**config.mk**
```make
export PLATFORM = sky130hd
export DESIGN_NAME = mw_eeprom_front
export DESIGN_NICKNAME = d
export VERILOG_FILES = /design/src/rtl/mw_eeprom_front.sv
export SDC_FILE = /design/constraint.sdc
export NUM_CORES = 1
export LEC_CHECK = 0
export ABC_AREA = 1
export CORE_MARGIN = 3
export CORE_UTILIZATION = 51
export CTS_CLUSTER_SIZE = 14
export DETAILED_ROUTE_END_ITERATION = 16
export PLACE_DENSITY = 0.74
export SLEW_MARGIN = 40
export SYNTH_ARGS = -nofsm -noshare
export SYNTH_HDL_FRONTEND = slang
export SYNTH_SLANG_ARGS = --single-unit
export TNS_END_PERCENT = 20
```
**constraint.sdc**
```tcl
create_clock -name clk -period 2.5 [get_ports clk]
set_clock_uncertainty 0.05 [all_clocks]
set_input_delay 0.375 -clock clk [delete_from_list [all_inputs] [get_ports clk]]
set_output_delay 0.375 -clock clk [all_outputs]
set_load 0.005 [all_outputs]
```
**src/rtl/mw_eeprom_front.sv**
```systemverilog
module mw_eeprom_front #(
  parameter int AW      = 8,
  parameter int DW      = 16,
  parameter int DEPTH_W = 7,
  parameter int CW      = 6
) (
  input  logic               clk,
  input  logic               rst_n,
  input  logic               cs,
  input  logic               sk,
  input  logic               di,
  input  logic               org,
  input  logic [DW-1:0]      mem_rdata,
  output logic [DEPTH_W-1:0] mem_addr,
  output logic               dout,
  output logic               req_valid,
  output logic [1:0]         req_op,
  output logic [AW:0]        req_addr,
  output logic [DW-1:0]      req_data,
  output logic               req_byte
);
  localparam int RBW = $clog2(DW);
  localparam int HW  = DW / 2;
  localparam logic [CW-1:0] AEND_W = CW'(3 + AW);
  localparam logic [CW-1:0] AEND_B = CW'(4 + AW);
  localparam logic [CW-1:0] FULL_W = CW'(3 + AW + DW);
  localparam logic [CW-1:0] FULL_B = CW'(4 + AW + HW);
  localparam logic [1:0] OP_EXT = 2'b00, OP_WRITE = 2'b01, OP_READ = 2'b10, OP_ERASE = 2'b11;

  logic sk_q, cs_q, started, reading, wen;
  logic [CW-1:0]  cnt;
  logic [1:0]     op;
  logic [AW:0]    addr_sh;
  logic [DW-1:0]  data_sh, shreg;
  logic [RBW-1:0] rbit;
  logic [DEPTH_W:0] ptr;

  wire sk_rise = cs & sk & ~sk_q;
  wire cs_fall = cs_q & ~cs;
  wire [CW-1:0] aend = org ? AEND_W : AEND_B;
  wire [1:0] ext = org ? addr_sh[AW-1:AW-2] : addr_sh[AW:AW-1];
  wire long_frame = (op == OP_WRITE) || (op == OP_EXT && ext == 2'b01);
  wire [CW-1:0] exp_len = long_frame ? (org ? FULL_W : FULL_B) : aend;
  wire len_ok = started && (cnt == exp_len);
  wire modify = (op == OP_WRITE) || (op == OP_ERASE) || (op == OP_EXT && ext[1] != ext[0]);
  wire [AW:0] addr_full = {addr_sh[AW-1:0], di};
  wire [DW-1:0] word_sel = org ? mem_rdata
                               : {(ptr[0] ? mem_rdata[DW-1:HW] : mem_rdata[HW-1:0]), {HW{1'b0}}};
  wire [DEPTH_W:0] ptr_inc = org ? {1'b0, ptr[DEPTH_W-1:0] + 1'b1} : ptr + 1'b1;
  wire [DEPTH_W:0] ptr_start = org ? {1'b0, addr_full[DEPTH_W-1:0]} : addr_full[DEPTH_W:0];
  wire [RBW-1:0] last_bit = org ? RBW'(DW - 1) : RBW'(HW - 1);

  assign mem_addr = org ? ptr[DEPTH_W-1:0] : ptr[DEPTH_W:1];

  always_ff @(posedge clk or negedge rst_n) begin
    if (!rst_n) begin
      sk_q <= 1'b0; cs_q <= 1'b0; started <= 1'b0; reading <= 1'b0; wen <= 1'b0;
      cnt <= '0; op <= '0; addr_sh <= '0; data_sh <= '0; shreg <= '0; rbit <= '0; ptr <= '0;
      dout <= 1'b0; req_valid <= 1'b0; req_op <= '0; req_addr <= '0; req_data <= '0; req_byte <= 1'b0;
    end else begin
      sk_q <= sk;
      cs_q <= cs;
      req_valid <= 1'b0;
      if (cs_fall && len_ok) begin
        if (op == OP_EXT && ext == 2'b11) wen <= 1'b1;
        if (op == OP_EXT && ext == 2'b00) wen <= 1'b0;
        if (modify && wen) begin
          req_valid <= 1'b1;
          req_op    <= (op == OP_WRITE) ? 2'd0 : (op == OP_ERASE) ? 2'd1 : (ext == 2'b01) ? 2'd2 : 2'd3;
          req_addr  <= addr_sh;
          req_data  <= data_sh;
          req_byte  <= ~org;
        end
      end
      if (!cs) begin
        started <= 1'b0;
        reading <= 1'b0;
        dout    <= 1'b0;
      end else if (sk_rise) begin
        if (!started) begin
          if (di) begin
            started <= 1'b1; cnt <= CW'(1); op <= '0; addr_sh <= '0; data_sh <= '0;
          end
        end else begin
          if (cnt != '1) cnt <= cnt + 1'b1;
          if (cnt < CW'(3))     op <= {op[0], di};
          else if (cnt < aend)  addr_sh <= addr_full;
          else                  data_sh <= {data_sh[DW-2:0], di};
          if (reading) begin
            if (rbit == '0) begin
              dout  <= word_sel[DW-1];
              shreg <= {word_sel[DW-2:0], 1'b0};
              rbit  <= last_bit;
              ptr   <= ptr_inc;
            end else begin
              dout  <= shreg[DW-1];
              shreg <= {shreg[DW-2:0], 1'b0};
              rbit  <= rbit - 1'b1;
            end
          end else if (op == OP_READ && cnt == aend - 1'b1) begin
            reading <= 1'b1;
            dout    <= 1'b0;
            rbit    <= '0;
            ptr     <= ptr_start;
          end
        end
      end
    end
  end

  a_r7_req_after_cs_low: assert property (@(posedge clk) disable iff (!rst_n)
    req_valid |-> !$past(cs));
  a_r7_req_single_pulse: assert property (@(posedge clk) disable iff (!rst_n)
    req_valid |=> !req_valid);
  a_r5_req_needs_enable: assert property (@(posedge clk) disable iff (!rst_n)
    req_valid |-> $past(wen));
  a_r6_enable_moves_at_frame_end: assert property (@(posedge clk) disable iff (!rst_n)
    !$stable(wen) |-> ($past(cs_q) && !$past(cs)));
  a_r8_dummy_zero: assert property (@(posedge clk) disable iff (!rst_n)
    $rose(reading) |-> !dout);
  a_r10_quiet_when_deselected: assert property (@(posedge clk) disable iff (!rst_n)
    !cs |=> !dout);
endmodule

```
=== After elaboration in Yosys (flattened, before gate mapping) ===
Cells that the tools add are included.

* $add $sub $neg: 5
* Order comparisons: 2
* Multiplexer cells: 53
* Reductions and logical operators: 28
* Bitwise gates (word level): 6
* Equality and inequality tests: 18

{| class="wikitable"
|+ Operator list
! cell !! number
|-
| 2-to-1 mux 16 bit || 6
|-
| 2-to-1 mux 8 bit || 6
|-
| 2-to-1 mux 9 bit || 4
|-
| 2-to-1 mux 1 bit || 20
|-
| 2-to-1 mux 4 bit || 5
|-
| 2-to-1 mux 6 bit || 3
|-
| AND reduction 4 bit || 4
|-
| AND reduction 5 bit || 3
|-
| 2-to-1 mux 2 bit || 6
|-
| != test 2 x 1 -> 1 bit (second input constant) || 6
|-
| adder 8 x 1 -> 8 bit (second input constant) || 1
|-
| logical AND 1 bit || 8
|-
| adder 7 x 1 -> 7 bit (second input constant) || 1
|-
| 2-to-1 mux 7 bit || 1
|-
| adder 6 x 1 -> 6 bit (second input constant) || 1
|-
| == test 2 bit (second input constant) || 3
|-
| == test 6 x 5 -> 1 bit || 1
|-
| == test 6 bit || 1
|-
| < comparator 6 x 2 -> 1 bit (second input constant) || 1
|-
| < comparator 6 x 4 -> 1 bit || 1
|-
| != test 6 bit (second input constant) || 1
|-
| AND reduction 2 bit || 3
|-
| nonzero test 2 bit || 3
|-
| 2-to-1 mux 5 bit || 1
|-
| 13 further kinds || 22
|}

* Output and inout bits: 37
* Input port bits: 22
* Logic and storage cells: 130
* Register bits after elaboration: 96

=== Logic depth before layout (Yosys ltp) ===
* Word-level depth: 9
* Mapped depth: 15
* Gate-level depth less buffers: 14

=== Worst setup path before layout ===
Ideal clock, no wire load.

* Path type: input -> register
* From: in org
* To: reg req_op[1]
* Slack: 0.482 ns
* Arrival time: 1.841 ns
* Stages on the path: 13
* Library setup time: 0.127 ns
* Data required time: 2.323 ns
* Buffers on the path: 2
* Cell sequence: buf_4 > o21ai_0 > inv_1 > ha_1 > inv_1 > nand2_1 > nand3_1 > nand2_1 > nor2_4 > nand3_4 > buf_2 > nand2_1 > o21ai_1

* Longest elaborated chain between the ends: 9
* Elaborated cells between the ends (all ways): 15
* Classes of those cells: 3 x eq/ne; 4 x mux; 8 x reduce/logical

{| class="wikitable"
|+ RTL lines
! what !! line !! RTL
|-
| start, declared || 12 || <nowiki>input logic org,</nowiki>
|-
| 2-to-1 mux 2 bit || 41 || <nowiki>wire [1:0] ext = org ? addr_sh[AW-1:AW-2] : addr_sh[AW:AW-1];</nowiki>
|-
| == test 2 x 1 -> 1 bit || 42 || <nowiki>wire long_frame = (op == OP_WRITE) || (op == OP_EXT && ext == 2'b01);</nowiki>
|-
| logical AND 1 bit || 42 ||
|-
| logical OR 1 bit || 42 ||
|-
| 2-to-1 mux 5 bit || 43 || <nowiki>wire [CW-1:0] exp_len = long_frame ? (org ? FULL_W : FULL_B) : aend;</nowiki>
|-
| == test 6 x 5 -> 1 bit || 44 || <nowiki>wire len_ok = started && (cnt == exp_len);</nowiki>
|-
| logical AND 1 bit || 44 ||
|-
| logical AND 1 bit || 64 || <nowiki>if (cs_fall && len_ok) begin</nowiki>
|-
| AND reduction 2 bit (no source line) * || -- ||
|-
| end signal, assigned || 69 || <nowiki>req_op <= (op == OP_WRITE) ? 2'd0 : (op == OP_ERASE) ? 2'd1 : (ext == 2'b01) ? 2'd2 : 2'd3;</nowiki>
|-
| end, declared || 17 || <nowiki>output logic [1:0] req_op,</nowiki>
|}

Every way passes the cells marked *; elsewhere a longest branch is shown, timed or not.
A chain may end at the register's enable or synchronous reset.

=== Final worst setup path ===
* From: in org
* To: out mem_addr[0]

* Longest elaborated chain between the ends: 1

{| class="wikitable"
|+ RTL lines
! what !! line !! RTL
|-
| 2-to-1 mux 7 bit || 53 || <nowiki>assign mem_addr = org ? ptr[DEPTH_W-1:0] : ptr[DEPTH_W:1];</nowiki>
|-
| end, declared || 14 || <nowiki>output logic [DEPTH_W-1:0] mem_addr,</nowiki>
|}

No other way between the ends.

==> flow_summary.yaml <==
outcome:
  status: "finished, violations left"
  failed_checks: "hold timing"
yosys:
  syn_area_sq_mm: 0.004781
  yosysWarnings: 0
  synth-seq-area-share_pct: 49.73
  ys_types: 34
  synth_fp_nets: 638
  ys_seq_elements: 95
  syn_inst: 607
  syn_avg_cell_area_sq_um: 7.876
clock_network:
  cts_made_buffers: 9
  clock_sinks: 95
  post_cts_buffers: 0
  clk_latency_ns: 0.37
  htree_levels: 3
  cts_buffer_depth: 2
  cts_hold_buf: 0
  cts_tree: "built"
  clkTransAtPathRegs_ns: 0.09
  clockRootBuffer: "clkbuf_8"
  cts-resized-gates: 1
floorplan:
  core_area_sq_mm: 0.008934
  die_x_microns: 102.8
  die_area_sq_mm: 0.01057
  die_height_microns: 102.8
  initial_utilization_pct: 53.52
  row_count: 34
  io_pins: 59
worst_setup_path:
  cp.required_ns: 2.08
  r2r_cells: 15
  cp.arrival_ns: 1.78
  max_stage_delay_ns: 0.55
  critPathSlowestCell: "clkdlybuf4s50_1"
  worst-path-stages: 5
  cp-end-kind: "output pin"
  cp_cell_sequence: "dlygate4sd2_1, inv_1, buf_4, o21ai_0, clkdlybuf4s50_1"
  worstPathMaxFanout: 9
  cp_num_buf_inv: 4
  path_delay_family: "buffers and inverters"
  critical_path.startpoint_type: "primary input"
  path_class: "primary input to output pin"
routing:
  wirelength_microns: 10570
  wl_per_cell_microns: 13.47
  ant_nets: 0
  drcViolationCount: 0
  vias: 4145
  via_per_inst: 5.280
  first_pass_iters: 5
  drt_iter0_drc: 231
flow_run:
  max-cap-violations: 0
sta:
  worst_slew_pin_slew_ns: 0.6803
  fmax_mhz: 454.4
  finalSetupViolCount: 0
  finalMaxSlewViolations: 0
  min_period_ns: 2.201
  hold_viol_final: 7
  holdWs_ns: -0.003392
  slew_headroom_pct: 54.65
  finalSetupTns_ns: 0
  rsz0062_at_grt: "no"
  fin_crit_sh_pct: 88.03
pwr:
  p_int_mw: 2.175
  leakage_nw: 2.799
  p_switching_mw: 0.8167
  switching_share_pct: 27.29
  power_frac_clock_pct: 35.4
  comb_power_share_pct: 10.1
  powerDensity_mw_per_mm2: 521.8
  share_seq_of_total_power_pct: 54.5
  peakVddDrop_mv: 0.3379
grt:
  grt.total_usage_pct: 21.60
  grt_pass1_vias: 3933
  grt_pass1_wl_microns: 18180
  grt_max_degree: 54
  overflow: 0
  antenna_found_initial: 0
finish:
  drive_gt1_share_pct: 8.272
  layout_commonest_cell: "nand2_1"
  finalCoreUtilization_pct: 64.19
  finalNetCount: 703
  areaGrowthSynthToFinish_pct: 19.94
  final_cell_mix: "nand2_1, dfrtp_1, clkdlybuf4s50_1"
  diodes: 0
place:
  gp_congestion: 0.8847
  dp_hpwl_microns: 7660
  numPortBuffers: 58
worst_hold_path:
  hp-class: "primary input to async pin"
-- state kept, by name (all words and copies together), names as in the netlist --
| name | count |
|---|---|
| data_sh | 16 |
| req_data | 16 |
| shreg | 15 |
| addr_sh | 9 |
| req_addr | 9 |
| ptr | 8 |
| cnt | 6 |
| rbit | 4 |
| op | 2 |
| req_op | 2 |
| cs_q | 1 |
| dout | 1 |
| reading | 1 |
| req_byte | 1 |
| req_valid | 1 |
| sk_q | 1 |
| started | 1 |
| wen | 1 |
-- cells in the mapped netlist --
cell       count  area (sq um)
o31ai_1        1         7.510
inv_1         45         168.9
or2_2          1         6.260
nand2_1      241         904.6
clkinv_1       1         3.750
clkbuf_1       8         30.03
nor2_1        22         82.58
xnor2_1        1         8.760
nand3_4        1         17.52
ha_1           9         112.6
inv_2          7         26.28
o21bai_1       1         7.510
nor2_4         3         33.78
o21ai_0       48         240.2
nor3_1         3         15.01
a21oi_1       11         55.05
nor3_4         1         16.27
o22ai_1        3         18.77
o21ai_1       12         60.06
nand2_4        1         11.26
dfrtp_1       95          2377
nand3b_2       1         11.26
buf_2          6         30.03
nand3_2        2         20.02
nand3b_1      15         112.6
a21oi_4        1         16.27
buf_6          1         11.26
a31oi_1        7         43.79
nand2_2        2         12.51
o2111ai_1      1         8.760
buf_4          7         52.55
nand4_1        9         56.30
nor2_2         1         6.260
nand3_1       39         195.2
-- layer usage --
layer | vias to the layer above | track usage (%) | part of all wire (%)
met5 | - | 0 | 0
met4 | 0 | 7.869 | 1.4
met3 | 11 | 3.045 | 4.2
met2 | 104 | 34.71 | 47
met1 | 1950 | 30.07 | 48
li1 | 2080 | - | -
-- cell families (layout without fill, tap and decap cells) --
kind of cell | count (synthesis) | count (layout) | share of synthesized area, %
and+or+nand+nor | 342 | 342 | 31.41
DFF | 95 | 95 | 49.73
AOI/OAI and AO/OA | 85 | 85 | 9.579
buffers and inverters | 75 | 145 | 6.752
adders and majority gates | 9 | 9 | 2.355
xor gates and xnor gates | 1 | 1 | 0.1832
-- through the flow --
stage	setup WS [ns]	instance area [sq um]	instances	hold WS [ns]	power, mW
floorplan	0.4819	4781	607	0.02941	1.825
global placement	-0.03973	5530	769	0.4060	1.954
detailed placement	-0.1926	5530	769	0.4144	1.964
CTS	0.2620	5734	785	0.007505	3.014
global route	0.1395	5734	785	0.03393	3.124
finish	0.2992	5734	785	-0.003392	2.992
-- area by class of cell --
cell class,count,area [sq um]
fillers,784,3199
flip-flops and latches,95,2377
repair buffers,76,737.0
well taps,108,135.1
inverters,53,198.9
multi-input cells,437,2081
clock buffers,9,123.9
clock inverters,7,81.33
-- final timing paths --
path | from | to | slack [ns]
setup / recovery | org | mem_addr[0] | 0.30
hold / removal | rst_n | addr_sh[2] | -0.003
setup reg to reg | addr_sh[6] | req_data[12] | 0.41
hold reg to reg | req_addr[5] | req_addr[5] | 0.43
max in group asynchronous | rst_n | cnt[2] | 1.70
min in group clk | req_addr[5] | req_addr[5] | 0.43
-- power groups by stage --
stage	Clock [mW]	Combinational [mW]	Sequential, mW
detailed placement	0	0.303	1.66
CTS	1.08	0.306	1.63
floorplan	0	0.177	1.65
global placement	0	0.295	1.66
global route	1.14	0.345	1.64
finish	1.06	0.301	1.63
No activity file was read; power rests on OpenSTA's default activity.
